`config.mk`:
```
export PLATFORM = sky130hd
export DESIGN_NAME = radio_mode_ctrl
export DESIGN_NICKNAME = d
export VERILOG_FILES = /design/src/rtl/rmc_pkg.sv /design/src/rtl/rmc_mode_reg.sv /design/src/rtl/rmc_state_dec.sv /design/src/rtl/rmc_irq_latch.sv /design/src/rtl/radio_mode_ctrl.sv
export SDC_FILE = /design/constraint.sdc
export NUM_CORES = 1
export LEC_CHECK = 0
export BUFFER_PORTS_ARGS = -buffer_cell sky130_fd_sc_hd__buf_2
export CORE_AREA = 2 2 39 41
export CTS_CLUSTER_DIAMETER = 100
export DETAILED_ROUTE_END_ITERATION = 7
export DIE_AREA = 0 0 41 43
export SYNTH_ARGS = -nofsm -noshare
export SYNTH_HDL_FRONTEND = slang
export SYNTH_HIERARCHICAL = 1
export SYNTH_SLANG_ARGS = --single-unit
```
`constraint.sdc`:
```
create_clock -name clk -period 1.4 [get_ports clk]
set_input_delay 0.07 -clock clk [delete_from_list [all_inputs] [get_ports clk]]
set_output_delay 0.07 -clock clk [all_outputs]
set_load 0.01 [all_outputs]
```
`src/rtl/rmc_pkg.sv`:
```
`timescale 1ns/1ps
package rmc_pkg;
   typedef enum logic [1:0] {
      RS_IDLE = 2'd0,
      RS_TUNE = 2'd1,
      RS_RX   = 2'd2,
      RS_TX   = 2'd3
   } radio_state_e;

   localparam int MODE_W  = 3;
   localparam int MB_PLL  = 0;
   localparam int MB_RX   = 1;
   localparam int MB_TX   = 2;

   localparam int NUM_EV   = 5;
   localparam int EV_SENT  = 0;
   localparam int EV_VALID = 1;
   localparam int EV_CRC   = 2;
   localparam int EV_HDR   = 3;
   localparam int EV_SYNC  = 4;
endpackage

```
`src/rtl/rmc_mode_reg.sv`:
```
`timescale 1ns/1ps
module rmc_mode_reg
   import rmc_pkg::*;
#(
   parameter int SRC_W    = 2,
   parameter int FIFO_SRC = 2
) (
   input  logic              clk,
   input  logic              rst_n,
   input  logic              wr_en,
   input  logic [MODE_W-1:0] wr_data,
   input  logic [SRC_W-1:0]  src_sel,
   input  logic              ev_sent,
   input  logic              ev_valid,
   output logic [MODE_W-1:0] mode_q
);
   localparam logic [SRC_W-1:0] FIFO_CODE = SRC_W'(FIFO_SRC);

   logic              buffered;
   logic              clr_tx;
   logic              clr_rx;
   logic [MODE_W-1:0] mode_nxt;

   assign buffered = (src_sel == FIFO_CODE);
   assign clr_tx   = buffered & ev_sent  & mode_q[MB_TX];
   assign clr_rx   = buffered & ev_valid & mode_q[MB_RX];

   always_comb begin
      mode_nxt = wr_en ? wr_data : mode_q;
      if (clr_tx) mode_nxt[MB_TX] = 1'b0;
      if (clr_rx) mode_nxt[MB_RX] = 1'b0;
   end

   always_ff @(posedge clk or negedge rst_n) begin
      if (!rst_n) mode_q <= '0;
      else        mode_q <= mode_nxt;
   end
endmodule

```
`src/rtl/rmc_state_dec.sv`:
```
`timescale 1ns/1ps
module rmc_state_dec
   import rmc_pkg::*;
(
   input  logic [MODE_W-1:0] mode_q,
   output radio_state_e      state
);
   always_comb begin
      if (mode_q[MB_TX])       state = RS_TX;
      else if (mode_q[MB_RX])  state = RS_RX;
      else if (mode_q[MB_PLL]) state = RS_TUNE;
      else                     state = RS_IDLE;
   end
endmodule

```
`src/rtl/rmc_irq_latch.sv`:
```
`timescale 1ns/1ps
module rmc_irq_latch #(
   parameter int N       = 5,
   parameter bit IRQ_REG = 1'b0
) (
   input  logic         clk,
   input  logic         rst_n,
   input  logic [N-1:0] ev,
   input  logic         rd_clr,
   input  logic [N-1:0] en,
   output logic [N-1:0] flags,
   output logic         irq_n
);
   logic pending;

   for (genvar i = 0; i < N; i++) begin : g_flag
      always_ff @(posedge clk or negedge rst_n) begin
         if (!rst_n)      flags[i] <= 1'b0;
         else if (ev[i])  flags[i] <= 1'b1;
         else if (rd_clr) flags[i] <= 1'b0;
      end
   end

   assign pending = |(flags & en);

   if (IRQ_REG) begin : g_irq_ff
      always_ff @(posedge clk or negedge rst_n) begin
         if (!rst_n) irq_n <= 1'b1;
         else        irq_n <= ~pending;
      end
   end else begin : g_irq_comb
      assign irq_n = ~pending;
   end
endmodule

```
`src/rtl/radio_mode_ctrl.sv`:
```
`timescale 1ns/1ps
module radio_mode_ctrl
   import rmc_pkg::*;
#(
   parameter int SRC_W    = 2,
   parameter int FIFO_SRC = 2,
   parameter bit IRQ_REG  = 1'b0
) (
   input  logic               clk,
   input  logic               rst_n,
   input  logic               wr_en,
   input  logic [MODE_W-1:0]  wr_data,
   input  logic [SRC_W-1:0]   src_sel,
   input  logic               ev_pkt_sent,
   input  logic               ev_pkt_valid,
   input  logic               ev_crc_err,
   input  logic               ev_hdr_err,
   input  logic               ev_sync_err,
   input  logic               status_rd,
   input  logic [NUM_EV-1:0]  irq_en,
   output logic [MODE_W-1:0]  mode_q,
   output logic [1:0]         state,
   output logic [NUM_EV-1:0]  irq_flags,
   output logic               irq_n
);
   if (SRC_W < 1) begin : g_bad_w
      $error("radio_mode_ctrl: SRC_W must be at least 1");
   end
   if (FIFO_SRC < 0 || FIFO_SRC >= (1 << SRC_W)) begin : g_bad_src
      $error("radio_mode_ctrl: FIFO_SRC does not fit in SRC_W bits");
   end

   logic [NUM_EV-1:0] ev_vec;
   radio_state_e      state_e;

   always_comb begin
      ev_vec           = '0;
      ev_vec[EV_SENT]  = ev_pkt_sent;
      ev_vec[EV_VALID] = ev_pkt_valid;
      ev_vec[EV_CRC]   = ev_crc_err;
      ev_vec[EV_HDR]   = ev_hdr_err;
      ev_vec[EV_SYNC]  = ev_sync_err;
   end

   rmc_mode_reg #(.SRC_W(SRC_W), .FIFO_SRC(FIFO_SRC)) mode_reg_i (
      .clk      (clk),
      .rst_n    (rst_n),
      .wr_en    (wr_en),
      .wr_data  (wr_data),
      .src_sel  (src_sel),
      .ev_sent  (ev_pkt_sent),
      .ev_valid (ev_pkt_valid),
      .mode_q   (mode_q)
   );

   rmc_state_dec state_dec_i (
      .mode_q (mode_q),
      .state  (state_e)
   );
   assign state = state_e;

   rmc_irq_latch #(.N(NUM_EV), .IRQ_REG(IRQ_REG)) irq_latch_i (
      .clk    (clk),
      .rst_n  (rst_n),
      .ev     (ev_vec),
      .rd_clr (status_rd),
      .en     (irq_en),
      .flags  (irq_flags),
      .irq_n  (irq_n)
   );
endmodule

```
==> summary.txt, run 1 <==
Yosys
  – Mapped cell area: 334.1 um2
  – Share of the synthesized area in the top cell type: 0.5993
  – Synth top cells by count: dfrtp_1, a21o_1
  – Post-synth top area cell: dfrtp_1
  – Main synth FF type: dfrtp_1
  – Number of flops mapped to enable cells by yosys: 0
  – Sequential share of the synthesized area: 0.5993
  – Cells after Synth: 27
  – Unique masters post-synth: 12
  – Fraction of registers with async set or reset after synthesis: 1.000
  – Warnings from Yosys: 6
  – Syn_nets: 46
  – Mapped Avg Cell Area: 12.37 um2
  – Area contributors post-synth: dfrtp_1, a21o_1, mux2i_1, a31oi_1, mux2_2
  – Count leader, synth: dfrtp_1
  – #FFs+latches synth: 8

Placed design
  – Pre-CTS setup slack: 0.3488 ns
  – Routability cong.: 0.6647
  – Placed insts: 72
  – Detailed placer's ending HPWL: 701.5 um
  – IO buf count: 29

Layout
  – Non-filler cells, final: 79
  – Layout cells sized above 1: 0.5397
  – Post-Route Utilization: 0.4060
  – Fill cells: 132
  – # diodes: 0
  – Final #Nets: 84
  – Area grow syn2layout: 68.17%

Pwr
  – PwrDens: 993.3 nW/um2
  – Leak pwr: 0.3113 nW
  – VDD IR max: 0.3542 mV

Drt
  – Initial drt markers: 9
  – Drt wl/cell: 11.39 um
  – First-pass DRT Iterations: 4
  – Via density: 4.456
  – Final ANT Viol Nets: 0
  – Via count: 352
  – DRC Markers: 0
  – Drt total wl: 900 um

Timing
  – Fin worst setup slack: 0.08997 ns
  – Final hold slack: 0.02229 ns
  – Worst Clk Skew: 0 ns
  – Final min period: 1.310 ns
  – Setup TNS: 0 ns
  – Fmax: 763.3 MHz
  – Final setup vio count: 0
  – Final period utilization: 0.9357
  – Slew headroom: 0.8474
  – Pins Over Slew Limit: 0
  – RSZ-0062 raised after global routing: yes
  – Endpoints failing hold: 0
  – Worst slew pin tran: 0.2289 ns

CTS
  – H-tree Lvls: 1
  – CTS max path bufs: 2
  – CTS Buf Count: 3
  – Num Clock Sinks: 8
  – CTS tree: built
  – Root buffer cell: clkbuf_4
  – Worst-path clk slew: 0.05 ns
  – Cts repair resizes: 0
  – Worst skew pair latency: 0.24 ns

Global routing
  – GRT met2 Usage: 0.1469
  – Routing usage on met3: 0.03141
  – Antenna violations before repair: 0
  – Met1 GRT Util: 0.1400
  – First-pass GRT wire length: 1242 um
  – Pin count of the biggest net entering global routing: 9
  – Grt peak-use layer: met2
  – GRT overflow: 0
  – Total GRT Usage: 0.1086
  – Vias in the first global route: 310

Min path
  – Hold Crit Class: input pin to flip-flop

Setup path
  – Crit start category: flip-flop
  – CP max FO: 3
  – Crit Path Category: flip-flop to primary output
  – CP endpoint kind: primary output
  – Critical Path RT: 1.33 ns
  – Arrival @ worst endpoint: 1.24 ns

Floorplan
  – Width of the die: 41 um
  – Chip height: 43 um
  – FP Rows: 14
  – Die area: 1763 um2
  – I/O pin cnt: 30
  – Area of the core: 1384 um2
  – Initial core utilization: 0.2414

Run
  – Max-cap violation count: 0

Status
  – Status: complete, no violations
[cells by family (layout without fill, tap and decap cells)]
logic type	count (synthesis)	after routing	synth area share
AOI/OAI and AO/OA	9	9	0.2060
muxes	3	3	0.09363
DFF	8	8	0.5992
buffers and inverters	2	38	0.02248
and+or+nand+nor	5	5	0.07870
[placed cells by master (no fill, tap or decap)]
| cell | netlist | layout |
|---|---|---|
| or2_1 | 1 | 1 |
| nand2_1 | 2 | 2 |
| mux2_2 | 1 | 1 |
| clkbuf_4 | 0 | 3 |
| a31oi_1 | 2 | 2 |
| inv_1 | 2 | 2 |
| and3_1 | 1 | 1 |
| dfrtp_1 | 8 | 8 |
| a222oi_1 | 1 | 1 |
| dlygate4sd3_1 | 0 | 4 |
| mux2i_1 | 2 | 2 |
| nor2b_1 | 1 | 1 |
| a21o_2 | 1 | 1 |
| a21o_1 | 5 | 5 |
| buf_2 | 0 | 29 |
[timing repair]
item	4_1_cts	5_1_grt
buffers inserted	0	0
setup endpoints to repair	0	1
endpoints found under the hold margin	11	0
hold buffers	4	0
[final timing paths]
path | start | to | slack, ns | cells after the start
min reg2reg | irq_latch_i/flags[2]$_DFFE_PN0P_ | irq_latch_i/flags[2]$_DFFE_PN0P_ | 0.50 | 1
max | irq_latch_i/flags[0]$_DFFE_PN0P_ | irq_n | 0.09 | 3
max in group asynchronous | rst_n | irq_latch_i/flags[0]$_DFFE_PN0P_ | 1.02 | 2
min in group asynchronous | rst_n | irq_latch_i/flags[1]$_DFFE_PN0P_ | 0.21 | 2
min | ev_pkt_valid | irq_latch_i/flags[1]$_DFFE_PN0P_ | 0.02 | 2
max reg2reg | mode_reg_i/mode_q[0]$_DFFE_PN0P_ | mode_reg_i/mode_q[0]$_DFFE_PN0P_ | 0.65 | 1
[power by group]
| group | switching (W) | total (W) | internal [W] |
|---|---|---|---|
| combinational | 0.0000536 | 0.000121 | 0.0000675 |
| clock | 0.0000711 | 0.000169 | 0.0000976 |
| sequential | 0.0000168 | 0.000268 | 0.000251 |
[stage by stage]
| step | area (um2) | power, W |
|---|---|---|
| after global routing | 561.8 | 0.0005990 |
| final | 561.8 | 0.0005580 |
| after global placement | 499.2 | 0.0003852 |
| after floorplan | 334.1 | 0.0003195 |
| after CTS | 561.8 | 0.0005715 |
| after detailed placement | 499.2 | 0.0003858 |
[critical path, stage by stage, from the launching register on]
cell	delay (ns)
dfrtp_1	0.39
a222oi_1	0.30
and3_1	0.18
buf_2	0.12
[layer usage]
metal  wire, um  vias to the layer above
met2        367                       30
met1        403                      152
met4          0                        0
li1           -                      170
met3        128                        0
met5          0                        -
[sequential cells by signal (all words and copies together) (netlist names)]
name,flops
mode_reg_i/mode_q,3
irq_latch_i/flags,5
[final cells by class]
cell class | count | area, um2 | area share
flip-flops and latches | 8 | 200.2 | 0.3563
repair buffers | 33 | 185.2 | 0.3296
well taps | 16 | 20.02 | 0.03563
multi-input cells | 17 | 126.4 | 0.2249
inverters | 2 | 7.507 | 0.01336
clock buffers | 3 | 22.52 | 0.04009
No activity file was read; power rests on OpenSTA's default activity.
==> run 2, diff against run 1 <==
--- a/config.mk
+++ b/config.mk
@@ -5,6 +5,7 @@
 export SDC_FILE = /design/constraint.sdc
 export NUM_CORES = 1
 export LEC_CHECK = 0
+export ABC_AREA = 1
 export BUFFER_PORTS_ARGS = -buffer_cell sky130_fd_sc_hd__buf_2
 export CORE_AREA = 2 2 39 41
 export CTS_CLUSTER_DIAMETER = 100
==> constraint.sdc (replaced) <==
create_clock -name clk -period 1.3 [get_ports clk]
set_input_delay 0.065 -clock clk [delete_from_list [all_inputs] [get_ports clk]]
set_output_delay 0.065 -clock clk [all_outputs]
set_load 0.01 [all_outputs]
==> summary.txt, run 2 <==
Drt
  – Drt wl/cell: 7.912 um
  – DRC Markers: 0
  – Final ANT Viol Nets: 0
  – Via density: 3.804
  – First-pass DRT Iterations: 2
  – Drt total wl: 807 um
  – Initial drt markers: 2
  – Via count: 388

Global routing
  – Pin count of the biggest net entering global routing: 9
  – GRT overflow: 0
  – Total GRT Usage: 0.1083
  – First-pass GRT wire length: 1228 um
  – Vias in the first global route: 310
  – Antenna violations before repair: 0

Setup path
  – Reg-to-reg endpoint: mode_reg_i/mode_q[2]$_DFFE_PN0P_
  – Most frequent CP cell: nand2_1
  – Crit path cell chain: nand2_1 > nand2_1 > nor2_1 > buf_2
  – Worst path slowest cell: dfrtp_1
  – Critical Path RT: 1.24 ns
  – Worst reg2reg path depth: 4
  – R2R setup slack: 0.60 ns
  – Crit start category: flip-flop
  – Top Family by Delay on Critical Path: flip-flops
  – CP endpoint kind: primary output
  – CP Buf/Inv Count: 1
  – Crit Path Category: flip-flop to primary output
  – Arrival @ worst endpoint: 0.97 ns
  – CP max FO: 3
  – Worst r2r src: mode_reg_i/mode_q[2]$_DFFE_PN0P_
  – Max incr delay on CP: 0.40 ns

Min path
  – Hold depth: 2
  – Hold endpoint: irq_latch_i/flags[4]$_DFFE_PN0P_
  – Hold Crit Class: input pin to flip-flop
  – Hold Startpoint: ev_sync_err

Timing
  – Final period utilization: 0.7941
  – Final setup vio count: 0
  – Pins Over Slew Limit: 0
  – RSZ-0062 raised after global routing: no
  – Slew headroom: 0.8808
  – Worst slew pin tran: 0.1789 ns
  – Endpoints failing hold: 0
  – Worst Clk Skew: 0 ns
  – Fin worst setup slack: 0.2677 ns
  – Fmax: 968.7 MHz
  – Final hold slack: 0.01003 ns
  – Setup TNS: 0 ns
  – Final min period: 1.032 ns

Yosys
  – Share of the synthesized area in the top cell type: 0.5145
  – Synth top cells by count: nand2_1, inv_1, dfrtp_1, nor2_1, o21bai_1
  – Sequential share of the synthesized area: 0.5145
  – Number of flops mapped to enable cells by yosys: 0
  – Mapped Avg Cell Area: 7.342 um2
  – Main synth FF type: dfrtp_1
  – Unique masters post-synth: 7
  – Fraction of registers with async set or reset after synthesis: 1.000
  – Area contributors post-synth: dfrtp_1, nand2_1, inv_1, o21bai_1, nor2_1
  – Warnings from Yosys: 6
  – Mapped cell area: 389.1 um2
  – Syn_nets: 72
  – Post-synth top area cell: dfrtp_1
  – #FFs+latches synth: 8
  – Count leader, synth: nand2_1
  – Cells after Synth: 53

Pwr
  – PwrDens: 1018 nW/um2
  – Design Power: 0.0005973 W
  – VDD IR max: 0.3677 mV
  – Leak pwr: 0.3800 nW

Placed design
  – IO buf count: 29
  – Detailed placer's ending HPWL: 661.4 um
  – Pre-CTS setup slack: 0.5288 ns
  – Routability cong.: 0.6179
  – Area after DPL: 554.3 um2

Status
  – Status: complete, no violations

CTS
  – CTS max path bufs: 2
  – Cts repair resizes: 0
  – Num Clock Sinks: 8
  – CTS Buf Count: 3
  – Root buffer cell: clkbuf_4
  – Worst-path clk slew: 0.05 ns
  – H-tree Lvls: 1
  – Worst skew pair latency: 0.25 ns
  – CTS tree: built

Layout
  – Final #Nets: 107
  – Max FFs per register: 5
  – Fill cells: 151
  – Most frequent cells in the layout: buf_2, nand2_1, inv_1
  – Regs by FF count: irq_latch_i/flags x5, mode_reg_i/mode_q x3
  – Layout cells sized above 1: 0.3837
  – Seq. cell area: 200.2 um2
  – Most common cell after layout, fill and taps aside: buf_2
  – Area grow syn2layout: 50.80%
  – # diodes: 0
  – Area of the multi-input gates: 140.1 um2
  – Largest Register: irq_latch_i/flags
  – Final instance area: 586.8 um2

Floorplan
  – I/O pin cnt: 30
  – Chip height: 43 um
  – Width of the die: 41 um
  – Area of the core: 1384 um2
  – Die area: 1763 um2
  – Initial core utilization: 0.2812
  – FP Rows: 14

Run
  – Max-cap violation count: 0
run 2: changes by cell type after synthesis, sizes merged, moves of 2 or more:
cell and change:
nand2 +19, inv +11, a21o -6, nor2 +5, o21bai +5, a31oi -2, mux2i -2
run 2: worst max-delay path by stage:
stage	from	to	slack (ns)	depth (start not counted)
finish	irq_latch_i/flags[0]$_DFFE_PN0P_	irq_n	0.27	4
detailed placement	irq_latch_i/flags[1]$_DFFE_PN0P_	irq_n	0.53	4
global placement	irq_latch_i/flags[2]$_DFFE_PN0P_	irq_n	0.54	4
floorplan	irq_latch_i/flags[1]$_DFFE_PN0P_	irq_n	0.52	3
global route	irq_latch_i/flags[2]$_DFFE_PN0P_	irq_n	0.17	4
CTS	irq_latch_i/flags[0]$_DFFE_PN0P_	irq_n	0.25	4
run 2: routing by layer:
metal  wire, um  track usage  share of wire  vias up
met4          0      0.08000              0        0
li1           -            -              -      220
met5          0            0              0        -
met2        314       0.1469           0.39       24
met3        123      0.04712           0.15        0
met1        369       0.1287           0.46      144
run 2: final cells by class:
cell class | count | area share
well taps | 16 | 0.03412
inverters | 13 | 0.08316
clock buffers | 3 | 0.03838
flip-flops and latches | 8 | 0.3412
repair buffers | 30 | 0.2644
multi-input cells | 32 | 0.2388
run 2: stage by stage:
step | utilization | cells
after floorplan | - | 53
after global placement | 0.4005 | 98
after detailed placement | 0.4005 | 98
after CTS | 0.4241 | 102
after global routing | 0.4241 | 102
final | 0.4241 | 102
run 2: what timing repair did:
| item | CTS | global route |
|---|---|---|
| setup endpoints to repair | 0 | 0 |
| setup buffers | 0 | 0 |
| endpoints found under the hold margin | 8 | 0 |
| hold buffers | 1 | 0 |
run 2: cells by family (layout without fill, tap and decap cells):
group | count (synthesis) | in the layout | share of synthesized area
buf+inv | 13 | 46 | 0.1254
simple gates | 27 | 27 | 0.2637
flops | 8 | 8 | 0.5145
compound gates | 5 | 5 | 0.09647
run 2: where the power goes:
group	switching, W	leakage (nW)	internal (W)
logic	0.0000657	0.277	0.0000632
clock network	0.0000776	0.0138	0.000105
registers	0.0000159	0.0888	0.000270
==> run 3, diff against run 2 <==
--- a/config.mk
+++ b/config.mk
@@ -5,7 +5,7 @@
 export SDC_FILE = /design/constraint.sdc
 export NUM_CORES = 1
 export LEC_CHECK = 0
-export ABC_AREA = 1
+export ABC_AREA = 0
 export BUFFER_PORTS_ARGS = -buffer_cell sky130_fd_sc_hd__buf_2
 export CORE_AREA = 2 2 39 41
 export CTS_CLUSTER_DIAMETER = 100
==> constraint.sdc (replaced) <==
create_clock -name clk -period 0.9 [get_ports clk]
set_input_delay 0.045 -clock clk [delete_from_list [all_inputs] [get_ports clk]]
set_output_delay 0.045 -clock clk [all_outputs]
set_load 0.01 [all_outputs]
==> summary.txt, run 3 (synthesis gave the netlist of run 1 again) <==
Setup path
  – Arrival @ worst endpoint: 1.29 ns
  – Max incr delay on CP: 0.38 ns
  – Worst Setup EP: irq_n
  – Top Family by Delay on Critical Path: flip-flops
  – Critical Path RT: 0.85 ns
  – CP max FO: 2
  – R2R setup slack: -0.03 ns
  – Crit Path Category: flip-flop to primary output
  – Reg-to-reg endpoint: mode_reg_i/mode_q[2]$_DFFE_PN0P_
  – Crit start category: flip-flop
  – Crit path cell chain: a222oi_1 > and3_1 > buf_2
  – Worst setup startpoint: irq_latch_i/flags[0]$_DFFE_PN0P_
  – Crit. path cell count: 3
  – CP Buf/Inv Count: 1
  – Worst path slowest cell: dfrtp_1
  – Worst r2r src: mode_reg_i/mode_q[2]$_DFFE_PN0P_
  – CP endpoint kind: primary output
  – Worst reg2reg path depth: 4

Pwr
  – Switching Power: 0.0002477 W
  – Cell internal pwr: 0.0007139 W
  – Flop pwr share: 0.431
  – VDD IR max: 0.7659 mV
  – Design Power: 0.0009616 W
  – Clk pwr share: 0.280
  – Switching part of the total: 0.2576
  – PwrDens: 1439 nW/um2
  – Combinational share of power: 0.289
  – Leak pwr: 0.3647 nW

Timing
  – Fin worst setup slack: -0.4334 ns
  – Worst Clk Skew: 0 ns
  – Fmax: 750.0 MHz
  – Setup TNS: -0.9224 ns
  – Worst slew pin tran: 0.3004 ns
  – Pins Over Slew Limit: 0
  – RSZ-0062 raised after global routing: yes
  – Final setup vio count: 8
  – Final period utilization: 1.482
  – Slew headroom: 0.7998
  – Final min period: 1.333 ns
  – Endpoints failing hold: 0

Placed design
  – Pre-CTS setup slack: -0.09770 ns
  – Routability cong.: 0.6529
  – Detailed placer's ending HPWL: 739 um
  – Area after DPL: 521.8 um2
  – IO buf count: 29

Floorplan
  – I/O pin cnt: 30
  – Area of the core: 1384 um2
  – FP Rows: 14
  – Die area: 1763 um2
  – Width of the die: 41 um
  – Chip height: 43 um
  – Initial core utilization: 0.2414

Global routing
  – Vias in the first global route: 375
  – First-pass GRT wire length: 1476 um
  – GRT overflow: 0
  – Total GRT Usage: 0.1359
  – Pin count of the biggest net entering global routing: 9
  – Antenna violations before repair: 0

CTS
  – H-tree Lvls: 1
  – Worst skew pair latency: 0.25 ns
  – Root buffer cell: clkbuf_4
  – CTS Buf Count: 3
  – CTS tree: built
  – CTS max path bufs: 2
  – Worst-path clk slew: 0.05 ns
  – Num Clock Sinks: 8

Status
  – Failing checks: setup timing
  – Status: finished with violations

Layout
  – Regs by FF count: irq_latch_i/flags x5, mode_reg_i/mode_q x3
  – Most frequent cells in the layout: buf_2, buf_6, dfrtp_1
  – # diodes: 0
  – Area grow syn2layout: 100.0%
  – Final instance area: 668.1 um2
  – Most common cell after layout, fill and taps aside: buf_2
  – Final #Nets: 92
  – Largest Register: irq_latch_i/flags
  – Layout cells sized above 1: 0.5775
  – Max FFs per register: 5

Drt
  – DRC Markers: 0
  – Drt total wl: 1069 um
  – Via density: 4.448
  – Initial drt markers: 9
  – Drt wl/cell: 12.29 um
  – Via count: 387
  – First-pass DRT Iterations: 4
  – Final ANT Viol Nets: 0

Min path
  – Hold depth: 2
  – Hold Crit Class: input pin to flip-flop

Run
  – Max-cap violation count: 0
-- run 3: changes by cell type in the layout (fill, tap and decap cells not counted), sizes merged, moves of 4 or more --
| cell | change |
|---|---|
| a21o | +6 |
| nor2 | -5 |
| o21bai | -5 |
| inv | -11 |
| dlygate4sd3 | +4 |
| nand2 | -19 |
| buf | +7 |
-- run 3: worst min-delay path by stage --
stage,from,to,slack [ns]
after detailed placement,rst_n,mode_reg_i/mode_q[1]$_DFFE_PN0P_,-0.10
after floorplan,rst_n,irq_latch_i/flags[0]$_DFFE_PN0P_,-0.25
after CTS,ev_pkt_sent,irq_latch_i/flags[0]$_DFFE_PN0P_,0.01
after global placement,rst_n,mode_reg_i/mode_q[1]$_DFFE_PN0P_,-0.11
final,ev_pkt_sent,irq_latch_i/flags[0]$_DFFE_PN0P_,0.02
after global routing,ev_pkt_sent,irq_latch_i/flags[0]$_DFFE_PN0P_,0.003
-- run 3: power groups by stage --
stage,clock network [W],logic (W),registers (W)
2_1_floorplan,0,0.0000614,0.000436
3_3_place_gp,0,0.000193,0.000420
3_5_place_dp,0,0.000195,0.000421
4_1_cts,0.000279,0.000252,0.000411
5_1_grt,0.000311,0.000302,0.000418
6_report,0.000269,0.000278,0.000415
-- run 3: stage by stage --
stage,hold WS (ns),instances,utilization
final,0.01521,87,0.4828
after global routing,0.003318,87,0.4828
after CTS,0.01064,86,0.4647
after detailed placement,-0.1013,75,0.3770
after global placement,-0.1078,75,0.3770
after floorplan,-0.2506,27,-
-- run 3: repair_timing --
action                                  CTS  global route
resized for setup                         5             4
buffers inserted                          3             1
endpoints found under the setup margin    6             8
pin swaps                                 1             0
hold buffers                              5             0
hold endpoints to repair                 13             0
-- run 3: layout make-up --
class | instances | area (um2)
fill | 130 | 715.7
clock buffer | 3 | 22.52
timing repair buffer | 41 | 291.5
multi-input combinational | 17 | 126.4
tap | 16 | 20.02
inverter | 2 | 7.507
sequential | 8 | 200.2
-- run 3: routing by layer --
| metal | track usage | up-vias | wire (um) |
|---|---|---|---|
| met5 | 0 | - | 0 |
| met4 | 0.1000 | 0 | 10 |
| met3 | 0.05759 | 2 | 136 |
| met2 | 0.2063 | 32 | 494 |
| met1 | 0.1395 | 166 | 427 |
| li1 | - | 187 | - |
